## src/rtl/boot_seq_pkg.sv

```systemverilog
package boot_seq_pkg;

  typedef enum logic [2:0] {
    OP_WR    = 3'd0,
    OP_RD    = 3'd1,
    OP_PULSE = 3'd2,
    OP_BURST = 3'd3,
    OP_END   = 3'd4
  } op_e;

  typedef struct packed {
    op_e        op;
    logic [7:0] addr;
    logic [7:0] data;
    logic       chk;
    logic [7:0] want;
  } step_t;

  // sensor register addresses
  localparam logic [7:0] A_POWER_OFF = 8'h3B;
  localparam logic [7:0] A_SOFT_RST  = 8'h3A;
  localparam logic [7:0] A_MOT       = 8'h02;
  localparam logic [7:0] A_DX_LO     = 8'h03;
  localparam logic [7:0] A_DX_HI     = 8'h04;
  localparam logic [7:0] A_DY_LO     = 8'h05;
  localparam logic [7:0] A_DY_HI     = 8'h06;
  localparam logic [7:0] A_PM_CTRL   = 8'h13;
  localparam logic [7:0] A_PM_STREAM = 8'h62;
  localparam logic [7:0] A_PM_VER    = 8'h2A;
  localparam logic [7:0] A_CFG_B     = 8'h10;
  localparam logic [7:0] A_RES       = 8'h0F;
  localparam logic [7:0] A_ROT       = 8'h11;
  localparam logic [7:0] A_IDENT     = 8'h00;
  localparam logic [7:0] A_IDENT_INV = 8'h3F;

  // magic values
  localparam logic [7:0] K_POWER_OFF = 8'hB6;
  localparam logic [7:0] K_SOFT_RST  = 8'h5A;
  localparam logic [7:0] K_PM_ARM    = 8'h1D;
  localparam logic [7:0] K_PM_GO     = 8'h18;
  localparam logic [7:0] K_IDENT     = 8'h42;
  localparam logic [7:0] K_IDENT_INV = 8'hBD;
  localparam logic [7:0] K_PM_VER    = 8'h04;

  // microsecond delays
  localparam int T_SETUP_US  = 1;
  localparam int T_WR_HOLD   = 120;
  localparam int T_RD_HOLD   = 20;
  localparam int T_PULSE_US  = 40;
  localparam int T_BYTE_GAP  = 15;
  localparam int T_BURST_END = 200;

  localparam int NUM_STEPS = 20;

endpackage

```

## src/rtl/boot_tick_timer.sv

```systemverilog
module boot_tick_timer #(
  parameter int TICK_CYC = 125,
  parameter int DLY_W    = 20
) (
  input  logic             clk,
  input  logic             rst_n,
  input  logic             load,
  input  logic [DLY_W-1:0] load_us,
  output logic             expired
);
  localparam int PRE_W = $clog2(TICK_CYC + 1);
  localparam logic [PRE_W-1:0] PRE_TOP = PRE_W'(TICK_CYC - 1);

  logic [DLY_W-1:0] us_left;
  logic [PRE_W-1:0] pre;

  always_ff @(posedge clk or negedge rst_n) begin
    if (!rst_n) begin
      us_left <= '0;
      pre     <= PRE_TOP;
    end else if (load) begin
      us_left <= load_us;
      pre     <= PRE_TOP;
    end else if (us_left != '0) begin
      if (pre == '0) begin
        pre     <= PRE_TOP;
        us_left <= us_left - 1'b1;
      end else begin
        pre <= pre - 1'b1;
      end
    end
  end

  assign expired = (us_left == '0);
endmodule

```

## src/rtl/boot_spi_shifter.sv

```systemverilog
module boot_spi_shifter #(
  parameter int HALF_CYC = 2
) (
  input  logic       clk,
  input  logic       rst_n,
  input  logic       abort,
  input  logic       go,
  input  logic [7:0] tx,
  input  logic       miso,
  output logic       sclk,
  output logic       mosi,
  output logic [7:0] rx,
  output logic       done
);
  localparam int HC_W = $clog2(HALF_CYC + 1);
  localparam logic [HC_W-1:0] HC_TOP = HC_W'(HALF_CYC - 1);

  logic            active;
  logic            hi_phase;
  logic [2:0]      bit_cnt;
  logic [HC_W-1:0] half_cnt;
  logic [7:0]      sh_tx;

  always_ff @(posedge clk or negedge rst_n) begin
    if (!rst_n) begin
      active   <= 1'b0;
      hi_phase <= 1'b0;
      bit_cnt  <= '0;
      half_cnt <= '0;
      sh_tx    <= '0;
      rx       <= '0;
      sclk     <= 1'b1;
      mosi     <= 1'b0;
      done     <= 1'b0;
    end else begin
      done <= 1'b0;
      if (abort) begin
        active <= 1'b0;
        sclk   <= 1'b1;
      end else if (go && !active) begin
        active   <= 1'b1;
        sh_tx    <= tx;
        mosi     <= tx[7];
        sclk     <= 1'b0;
        hi_phase <= 1'b0;
        bit_cnt  <= '0;
        half_cnt <= HC_TOP;
      end else if (active) begin
        if (half_cnt != '0) begin
          half_cnt <= half_cnt - 1'b1;
        end else begin
          half_cnt <= HC_TOP;
          if (!hi_phase) begin
            sclk     <= 1'b1;
            hi_phase <= 1'b1;
            rx       <= {rx[6:0], miso};
          end else if (bit_cnt == 3'd7) begin
            active <= 1'b0;
            done   <= 1'b1;
          end else begin
            bit_cnt  <= bit_cnt + 1'b1;
            sh_tx    <= {sh_tx[6:0], 1'b0};
            mosi     <= sh_tx[6];
            sclk     <= 1'b0;
            hi_phase <= 1'b0;
          end
        end
      end
    end
  end
endmodule

```

## src/rtl/boot_step_rom.sv

```systemverilog
module boot_step_rom
  import boot_seq_pkg::*;
#(
  parameter int US_PER_MS = 1000,
  parameter int CPI_W     = 16,
  parameter int DLY_W     = 20,
  parameter int IDX_W     = 5
) (
  input  logic [IDX_W-1:0]  idx,
  input  logic [CPI_W-1:0]  cpi,
  input  logic signed [7:0] angle,
  output step_t             step,
  output logic [DLY_W-1:0]  gap_us
);
  logic [CPI_W-1:0]  cpi_q;
  logic [7:0]        res_byte;
  logic signed [7:0] rot_byte;
  int                gap_n;

  always_comb begin
    cpi_q = cpi / CPI_W'(100);
    if (cpi_q == '0)                res_byte = 8'd0;
    else if (cpi_q > CPI_W'(120))   res_byte = 8'd119;
    else                            res_byte = 8'(cpi_q - 1'b1);
    if (angle < -8'sd30)            rot_byte = -8'sd30;
    else if (angle > 8'sd30)        rot_byte = 8'sd30;
    else                            rot_byte = angle;
  end

  always_comb begin
    step  = '{op: OP_END, addr: 8'h00, data: 8'h00, chk: 1'b0, want: 8'h00};
    gap_n = 1;
    case (idx)
      5'd0:  begin step.op = OP_WR;    step.addr = A_POWER_OFF; step.data = K_POWER_OFF; gap_n = 300 * US_PER_MS; end
      5'd1:  begin step.op = OP_PULSE; gap_n = T_PULSE_US; end
      5'd2:  begin step.op = OP_WR;    step.addr = A_SOFT_RST;  step.data = K_SOFT_RST;  gap_n = 50 * US_PER_MS; end
      5'd3:  begin step.op = OP_RD;    step.addr = A_MOT;   end
      5'd4:  begin step.op = OP_RD;    step.addr = A_DX_LO; end
      5'd5:  begin step.op = OP_RD;    step.addr = A_DX_HI; end
      5'd6:  begin step.op = OP_RD;    step.addr = A_DY_LO; end
      5'd7:  begin step.op = OP_RD;    step.addr = A_DY_HI; end
      5'd8:  begin step.op = OP_WR;    step.addr = A_PM_CTRL; step.data = K_PM_ARM; gap_n = 10 * US_PER_MS; end
      5'd9:  begin step.op = OP_WR;    step.addr = A_PM_CTRL; step.data = K_PM_GO;  end
      5'd10: begin step.op = OP_BURST; step.addr = A_PM_STREAM; end
      5'd11: begin step.op = OP_RD;    step.addr = A_PM_VER; end
      5'd12: begin step.op = OP_WR;    step.addr = A_CFG_B; step.data = 8'h00; gap_n = 10 * US_PER_MS; end
      5'd13: begin step.op = OP_WR;    step.addr = A_RES;   step.data = res_byte; gap_n = US_PER_MS; end
      5'd14: begin step.op = OP_WR;    step.addr = A_CFG_B; step.data = 8'h00; end
      5'd15: begin step.op = OP_WR;    step.addr = A_ROT;   step.data = rot_byte; end
      5'd16: begin step.op = OP_RD;    step.addr = A_IDENT;     step.chk = 1'b1; step.want = K_IDENT; end
      5'd17: begin step.op = OP_RD;    step.addr = A_IDENT_INV; step.chk = 1'b1; step.want = K_IDENT_INV; end
      5'd18: begin step.op = OP_RD;    step.addr = A_PM_VER;    step.chk = 1'b1; step.want = K_PM_VER; end
      default: ;
    endcase
    gap_us = DLY_W'(gap_n);
  end
endmodule

```

## src/rtl/optsens_boot_seq.sv

```systemverilog
module optsens_boot_seq
  import boot_seq_pkg::*;
#(
  parameter int TICK_CYC  = 125,
  parameter int US_PER_MS = 1000,
  parameter int SCLK_HALF = 2,
  parameter int FW_LEN    = 4094,
  parameter int CPI_W     = 16
) (
  input  logic              clk,
  input  logic              rst_n,
  input  logic              start,
  input  logic [CPI_W-1:0]  cpi_req,
  input  logic signed [7:0] angle_req,
  input  logic [7:0]        fw_data,
  input  logic              fw_valid,
  output logic              fw_ready,
  output logic              spi_sclk,
  output logic              spi_mosi,
  input  logic              spi_miso,
  output logic              spi_cs_n,
  output logic              done,
  output logic              success
);
  localparam int MAX_US = 300 * US_PER_MS;
  localparam int DLY_W  = $clog2(MAX_US + 512);
  localparam int FWC_W  = $clog2(FW_LEN + 1);
  localparam int IDX_W  = 5;

  typedef enum logic [3:0] {
    ST_IDLE, ST_FETCH, ST_SETUP, ST_SHIFT, ST_FW_GAP,
    ST_FW_WAIT, ST_HOLD, ST_PULSE, ST_GAP
  } st_e;

  st_e              state, nxt;
  logic [IDX_W-1:0] idx;
  logic             byte_sel;
  logic [FWC_W-1:0] fw_cnt;
  logic             chk_bad;
  logic             cs_q;

  step_t            step;
  logic [DLY_W-1:0] gap_us;
  logic             tmr_load, tmr_exp;
  logic [DLY_W-1:0] tmr_us;
  logic             sh_go, sh_done;
  logic [7:0]       sh_byte, sh_rx;

  boot_step_rom #(.US_PER_MS(US_PER_MS), .CPI_W(CPI_W), .DLY_W(DLY_W), .IDX_W(IDX_W)) rom_i (
    .idx(idx), .cpi(cpi_req), .angle(angle_req), .step(step), .gap_us(gap_us));

  boot_tick_timer #(.TICK_CYC(TICK_CYC), .DLY_W(DLY_W)) tmr_i (
    .clk(clk), .rst_n(rst_n), .load(tmr_load), .load_us(tmr_us), .expired(tmr_exp));

  boot_spi_shifter #(.HALF_CYC(SCLK_HALF)) shf_i (
    .clk(clk), .rst_n(rst_n), .abort(start), .go(sh_go), .tx(sh_byte),
    .miso(spi_miso), .sclk(spi_sclk), .mosi(spi_mosi), .rx(sh_rx), .done(sh_done));

  always_comb begin
    nxt      = state;
    tmr_load = 1'b0;
    tmr_us   = '0;
    sh_go    = 1'b0;
    sh_byte  = '0;
    case (state)
      ST_FETCH: begin
        if (step.op == OP_END) begin
          nxt = ST_IDLE;
        end else if (step.op == OP_PULSE) begin
          tmr_load = 1'b1; tmr_us = DLY_W'(T_PULSE_US); nxt = ST_PULSE;
        end else begin
          tmr_load = 1'b1; tmr_us = DLY_W'(T_SETUP_US); nxt = ST_SETUP;
        end
      end
      ST_SETUP: if (tmr_exp) begin
        sh_go   = 1'b1;
        sh_byte = {(step.op != OP_RD), step.addr[6:0]};
        nxt     = ST_SHIFT;
      end
      ST_SHIFT: if (sh_done) begin
        if (step.op == OP_BURST) begin
          tmr_load = 1'b1; tmr_us = DLY_W'(T_BYTE_GAP); nxt = ST_FW_GAP;
        end else if (!byte_sel) begin
          sh_go   = 1'b1;
          sh_byte = (step.op == OP_WR) ? step.data : 8'h00;
        end else begin
          tmr_load = 1'b1;
          tmr_us   = (step.op == OP_WR) ? DLY_W'(T_WR_HOLD) : DLY_W'(T_RD_HOLD);
          nxt      = ST_HOLD;
        end
      end
      ST_FW_GAP: if (tmr_exp) begin
        if (fw_cnt == FWC_W'(FW_LEN)) begin
          tmr_load = 1'b1; tmr_us = DLY_W'(T_BURST_END); nxt = ST_HOLD;
        end else begin
          nxt = ST_FW_WAIT;
        end
      end
      ST_FW_WAIT: if (fw_valid) begin
        sh_go = 1'b1; sh_byte = fw_data; nxt = ST_SHIFT;
      end
      ST_HOLD, ST_PULSE: if (tmr_exp) begin
        tmr_load = 1'b1; tmr_us = gap_us; nxt = ST_GAP;
      end
      ST_GAP: if (tmr_exp) nxt = ST_FETCH;
      default: ;
    endcase
  end

  always_ff @(posedge clk or negedge rst_n) begin
    if (!rst_n) begin
      state    <= ST_IDLE;
      idx      <= '0;
      byte_sel <= 1'b0;
      fw_cnt   <= '0;
      chk_bad  <= 1'b0;
      cs_q     <= 1'b1;
      done     <= 1'b0;
      success  <= 1'b0;
    end else if (start) begin
      state    <= ST_FETCH;
      idx      <= '0;
      byte_sel <= 1'b0;
      fw_cnt   <= '0;
      chk_bad  <= 1'b0;
      cs_q     <= 1'b1;
      done     <= 1'b0;
      success  <= 1'b0;
    end else begin
      state <= nxt;
      if (state == ST_FETCH) begin
        byte_sel <= 1'b0;
        fw_cnt   <= '0;
        if (step.op == OP_END) begin
          done    <= 1'b1;
          success <= !chk_bad;
        end else begin
          cs_q <= 1'b0;
        end
      end
      if (state == ST_SHIFT && sh_done) begin
        byte_sel <= 1'b1;
        if (byte_sel && step.op == OP_RD && step.chk && sh_rx != step.want)
          chk_bad <= 1'b1;
      end
      if (state == ST_FW_WAIT && fw_valid) fw_cnt <= fw_cnt + 1'b1;
      if ((state == ST_HOLD || state == ST_PULSE) && tmr_exp) cs_q <= 1'b1;
      if (state == ST_GAP && tmr_exp) idx <= idx + 1'b1;
    end
  end

  assign spi_cs_n = cs_q;
  assign fw_ready = (state == ST_FW_WAIT);
endmodule

```

## config.mk

```make
export PLATFORM = sky130hd
export DESIGN_NAME = optsens_boot_seq
export DESIGN_NICKNAME = d
export VERILOG_FILES = /design/src/rtl/boot_seq_pkg.sv /design/src/rtl/boot_tick_timer.sv /design/src/rtl/boot_spi_shifter.sv /design/src/rtl/boot_step_rom.sv /design/src/rtl/optsens_boot_seq.sv
export SDC_FILE = /design/constraint.sdc
export NUM_CORES = 1
export LEC_CHECK = 0
export BUFFER_PORTS_ARGS = -buffer_cell sky130_fd_sc_hd__clkbuf_2
export CAP_MARGIN = 5
export CORE_MARGIN = 3
export CORE_UTILIZATION = 60
export CTS_BUF_LIST = sky130_fd_sc_hd__clkbuf_8
export CTS_CLUSTER_DIAMETER = 40
export DETAILED_ROUTE_END_ITERATION = 10
export PLACE_DENSITY = 0.78
export SYNTH_ARGS = -nofsm -noshare
export SYNTH_HDL_FRONTEND = slang
export SYNTH_HIERARCHICAL = 1
export SYNTH_SLANG_ARGS = --single-unit
```

## constraint.sdc

```tcl
create_clock -name clk -period 8.6 [get_ports clk]
set_clock_uncertainty 0.05 [all_clocks]
set_input_delay 0.86 -clock clk [delete_from_list [all_inputs] [get_ports clk]]
set_output_delay 0.86 -clock clk [all_outputs]
set_load 0.03 [all_outputs]
```

# --- After elaboration in Yosys (flattened, before gate mapping) ---
# Cells that the tools add are included.
classes:
  shift: 0
  reduce_logical: 49
  n_lt_le_gt_ge: 3
  bitwise: 4
  multipliers: 0
  eq_ne: 46
  addsub: 7
  n_div: 1
  muxes: 119
op_table:
  columns: ["cell", "n"]
  rows:
  - ["7-bit one-hot mux with 14 select lines", 1]
  - ["8-bit 2-to-1 mux", 12]
  - ["19-bit one-hot mux with 5 select lines", 1]
  - ["7-bit 2-to-1 mux", 12]
  - ["19-bit 2-to-1 mux", 4]
  - ["19-bit one-hot mux with 4 select lines", 1]
  - ["1-bit 2-to-1 mux", 54]
  - ["8-bit one-hot mux with 6 select lines", 1]
  - ["5-bit by 4-bit equality test with 1-bit output, second input constant", 8]
  - ["12-bit 2-to-1 mux", 3]
  - ["4-bit 2-to-1 mux", 9]
  - ["4-bit one-hot mux with 7 select lines", 1]
  - ["9-bit one-hot mux with 3 select lines", 1]
  - ["8-bit one-hot mux with 3 select lines", 1]
  - ["3-bit 2-to-1 mux", 7]
  - ["5-bit by 3-bit equality test with 1-bit output, second input constant", 4]
  - ["2-bit nonzero test", 10]
  - ["19-bit zero test", 1]
  - ["19-bit nonzero test", 1]
  - ["19-bit by 1-bit subtractor with 19-bit output, second input constant", 1]
  - ["16-bit by 7-bit divider with 16-bit output, second input constant", 1]
  - ["4-bit by 3-bit equality test with 1-bit output, second input constant", 4]
  - ["16-bit by 7-bit > comparator with 1-bit output, second input constant", 1]
  - ["16-bit zero test", 1]
  - ["other kinds (46)", 89]
word_totals:
  latch_bits: 0
  ff_bits: 77
  in_bits: 37
  mem_bits_rw: 0
  out_inout_bits: 6
  mem_bits_ro: 0
  n_memories: 0

# --- Logic depth before layout (Yosys ltp) ---
depth:
  word_depth: 11
  mapped_depth: 35
  depth_no_buf: 29

# --- Cells and area by module ---
# Netlist, hierarchy kept.
modules_own_cells:
  columns: ["mod", "instances", "cells_per_inst", "seq_area_each_um2", "area_each_um2"]
  rows:
  - ["boot_step_rom", 1, 502, 0.0, 3305.7]
  - ["optsens_boot_seq", 1, 264, 651.9, 2044.5]
  - ["boot_tick_timer", 1, 186, 656.9, 1650.3]
  - ["boot_spi_shifter", 1, 87, 626.9, 1164.9]

# --- Worst setup path after synthesis ---
# Ideal clock, no wire load.
synth_timing:
  path_kind: "input -> register"
  startpoint: "in cpi_req[13]"
  endpoint: "reg shf_i.sh_tx[5]"
  setup_time_ns: 0.125
  required_time_ns: 8.425
  t_arrival_ns: 7.114
  path_slack_ns: 1.311
  cell_stages: 31
  cell_sequence: "buf_4 -> buf_6 -> a21oi_1 -> a21oi_1 -> a31oi_1 -> nand2_1 -> o31ai_1 -> a32o_2 -> o2bb2ai_1 -> mux2i_1 -> nor4_1 -> a21o_1 -> or2_1 -> or4_1 -> nand4_1 -> a21oi_4 -> buf_6 -> maj3_1 -> nand3_1 -> o2111ai_1 -> nand2b_1 -> nor2b_1 -> ha_1 -> nand2_2 -> a41o_1 -> or4_1 -> o211a_1 -> a222oi_1 -> inv_1 -> mux2_2 -> mux2_2"
synth_lines:
  columns: ["item", "line_no", "rtl"]
  rows:
  - ["start, declared", "optsens_boot_seq.sv:13", "input logic [CPI_W-1:0] cpi_req,"]
  - ["end signal, assigned", "boot_spi_shifter.sv:42", "sh_tx <= tx;"]
  - ["end signal, assigned", "boot_spi_shifter.sv:62", "sh_tx <= {sh_tx[6:0], 1'b0};"]
  - ["end, declared", "boot_spi_shifter.sv:22", "logic [7:0] sh_tx;"]

==> flow_metrics.tcl <==
set metrics [dict create \
    status "finished clean" \
    dp_hpwl_mm 13.88 \
    post_dp_cell_area_sq_um 8175 \
    relSlewSlack_pct 33.80 \
    multi_input_area_sq_um 5597 \
    critPathArrivalTime_ps 8070 \
    drive_above_1_share_pct 15.02 \
    max_freq_mhz 127.1 \
    power_switching_share_pct 46.58 \
    leakage_nw 3.445 \
    final_cell_mix "nand2_1 (87), nor2_1 (86), dfrtp_1 (70)" \
    worst-r2r-setup-slack_ps 3780 \
    finalWirelength_mm 19.22 \
    cts_hold_buf 0 \
    worst_pin_slew_ps 993.0 \
    hold-worst-slack_ps 443.2 \
    path_max_fanout 27 \
    core_sq_um 12980 \
    clockBufferDepth 2 \
    critPathRequiredTime_ps 8800 \
    cts.sinks 77 \
    hold_class "flop to flop" \
    finalHoldViolCount 0 \
    syn_area_per_cell_sq_um 7.859 \
    rsz0062_at_grt "false" \
    final-instance-count-excl-fill 1197 \
    finalMaxSlewViolations 0 \
    place_congestion 0.9293 \
    remaining_drc_errors 0 \
    fin_util_pct 64.27 \
    worstSetupPathType "input pin to flop" \
    holdPathStages 2 \
    tns_ps 0 \
    area_growth_pct 2.255 \
    htree_levels 3 \
    grt_pass1_wl_mm 32.04 \
    dr.pass1.iters 5 \
    antenna-diode-count 0 \
    ir_drop_mv 0.1276 \
    finalCritPeriodShare_pct 91.51 \
    p_comb_share_pct 56.5 \
    die_h_um 122.6 \
    post_cts_buffers 0 \
    path_buf_inv 3 \
    hp-start "spi_cs_n$_DFFE_PN1P_" \
    fin_area_sq_um 8342 \
    fp.dieW_um 122.6 \
    p_int_mw 0.9507 \
    p_per_area_nw_per_um2 213.3 \
    power_switching_mw 0.8290 \
    seqPwrFrac_pct 29.9 \
    max_stage_delay_ps 510 \
    post-place-ws_ps 407.8 \
    cp-start-kind "input pin" \
    worst_slack_ps 729.9 \
    drtAntennaViolNets 0 \
    cp-end-kind "flop" \
    clkPwrFrac_pct 13.6 \
    setup_viol 0 \
    rows 41 \
    cts_tree "done" \
    nets 1067 \
    power.total_mw 1.780 \
    antenna_found_initial 0 \
    regToRegEndpoint "tmr_i/us_left[0]$_DFFE_PN0P_" \
    grtUsageTotal_pct 25.69 \
    seq_area_sq_um 1936 \
    min_to "spi_cs_n$_DFFE_PN1P_" \
    cp_top_family "compound AO/OA/AOI/OAI gates" \
    reg2reg_from "tmr_i/us_left[0]$_DFFE_PN0P_" \
    synthCells 1038 \
    numCtsBuffers 9 \
    clk_latency_ps 350 \
    post_cts_resized 0 \
    pin_count 43 \
    wl_per_cell_um 16.06 \
    dp.cells 1181 \
    cp_slowest_cell "a2111oi_4" \
    dieArea_sq_um 15030 \
    grt_max_degree 78 \
    layout_commonest_cell "nand2_1" \
    start_util_pct 62.86 \
    vias 7714 \
    vias_per_cell 6.444 \
    drt-initial-drc-count 755 \
    ys_warn_count 6 \
    fillers 1152 \
    r2r_cells 14 \
    max-cap-violations 0 \
    grt-ovfl-total 0 \
    grt_pass1_vias 6655 \
    io_buffers 40 \
    syn_area_sq_um 8158 \
    period_needed_ps 7870 \
    root_buffer "clkbuf_8" \
    cts.clk_slew.worst_paths_ps 80 \
]
[power by group through the flow]
stage	registers, mW	logic [mW]	clock network (mW)
3_5_place_dp	0.537	0.989	0
2_1_floorplan	0.506	0.848	0
5_1_grt	0.547	1.12	0.266
3_3_place_gp	0.535	0.974	0
6_report	0.532	1.01	0.241
4_1_cts	0.530	0.994	0.249
[registers in the layout (all words and copies together) (netlist names), 2 cells and up]
register        count
fw_cnt             12
idx                 5
shf_i/bit_cnt       3
shf_i/half_cnt      2
shf_i/rx            8
shf_i/sh_tx         7
state               4
tmr_i/pre           7
tmr_i/us_left      19
[final cells by class]
class	instances	area share, %
clock inverters	7	0.5100
repair buffers	51	3.420
inverters	38	1.710
multi-input cells	843	67.09
well taps	172	2.580
flip-flops and latches	77	23.20
clock buffers	9	1.485
[worst register-to-register path, stage by stage (launching register included)]
cell and delay (ps):
dfrtp_1 410, inv_1 80, ha_1 210, nor3b_2 340
nand3_1 220, nor2_1 520, nand2_1 110, nor2_1 100
buf_4 230, a211oi_1 70, nand2_1 690, clkinv_1 880
nand2_1 340, nand2_1 150, a221o_1 320
[worst max path at each step]
| stage | from | to | cells after the start |
|---|---|---|---|
| floorplan | cpi_req[13] | shf_i/sh_tx[5]$_DFFE_PN0P_ | 31 |
| global placement | cpi_req[13] | shf_i/sh_tx[5]$_DFFE_PN0P_ | 29 |
| detailed placement | cpi_req[15] | shf_i/sh_tx[5]$_DFFE_PN0P_ | 28 |
| CTS | cpi_req[15] | shf_i/sh_tx[5]$_DFFE_PN0P_ | 28 |
| global route | cpi_req[15] | shf_i/sh_tx[5]$_DFFE_PN0P_ | 28 |
| finish | cpi_req[14] | shf_i/sh_tx[5]$_DFFE_PN0P_ | 28 |
[routing by layer]
metal | global-route usage, % | part of all wire [%] | vias up
met5 | 0 | 0 | -
li1 | - | - | 3818
met2 | 38.44 | 44 | 247
met4 | 6.228 | 1.5 | 0
met1 | 38.96 | 49 | 3622
met3 | 3.825 | 5.3 | 27
No activity file was read; power rests on OpenSTA's default activity.
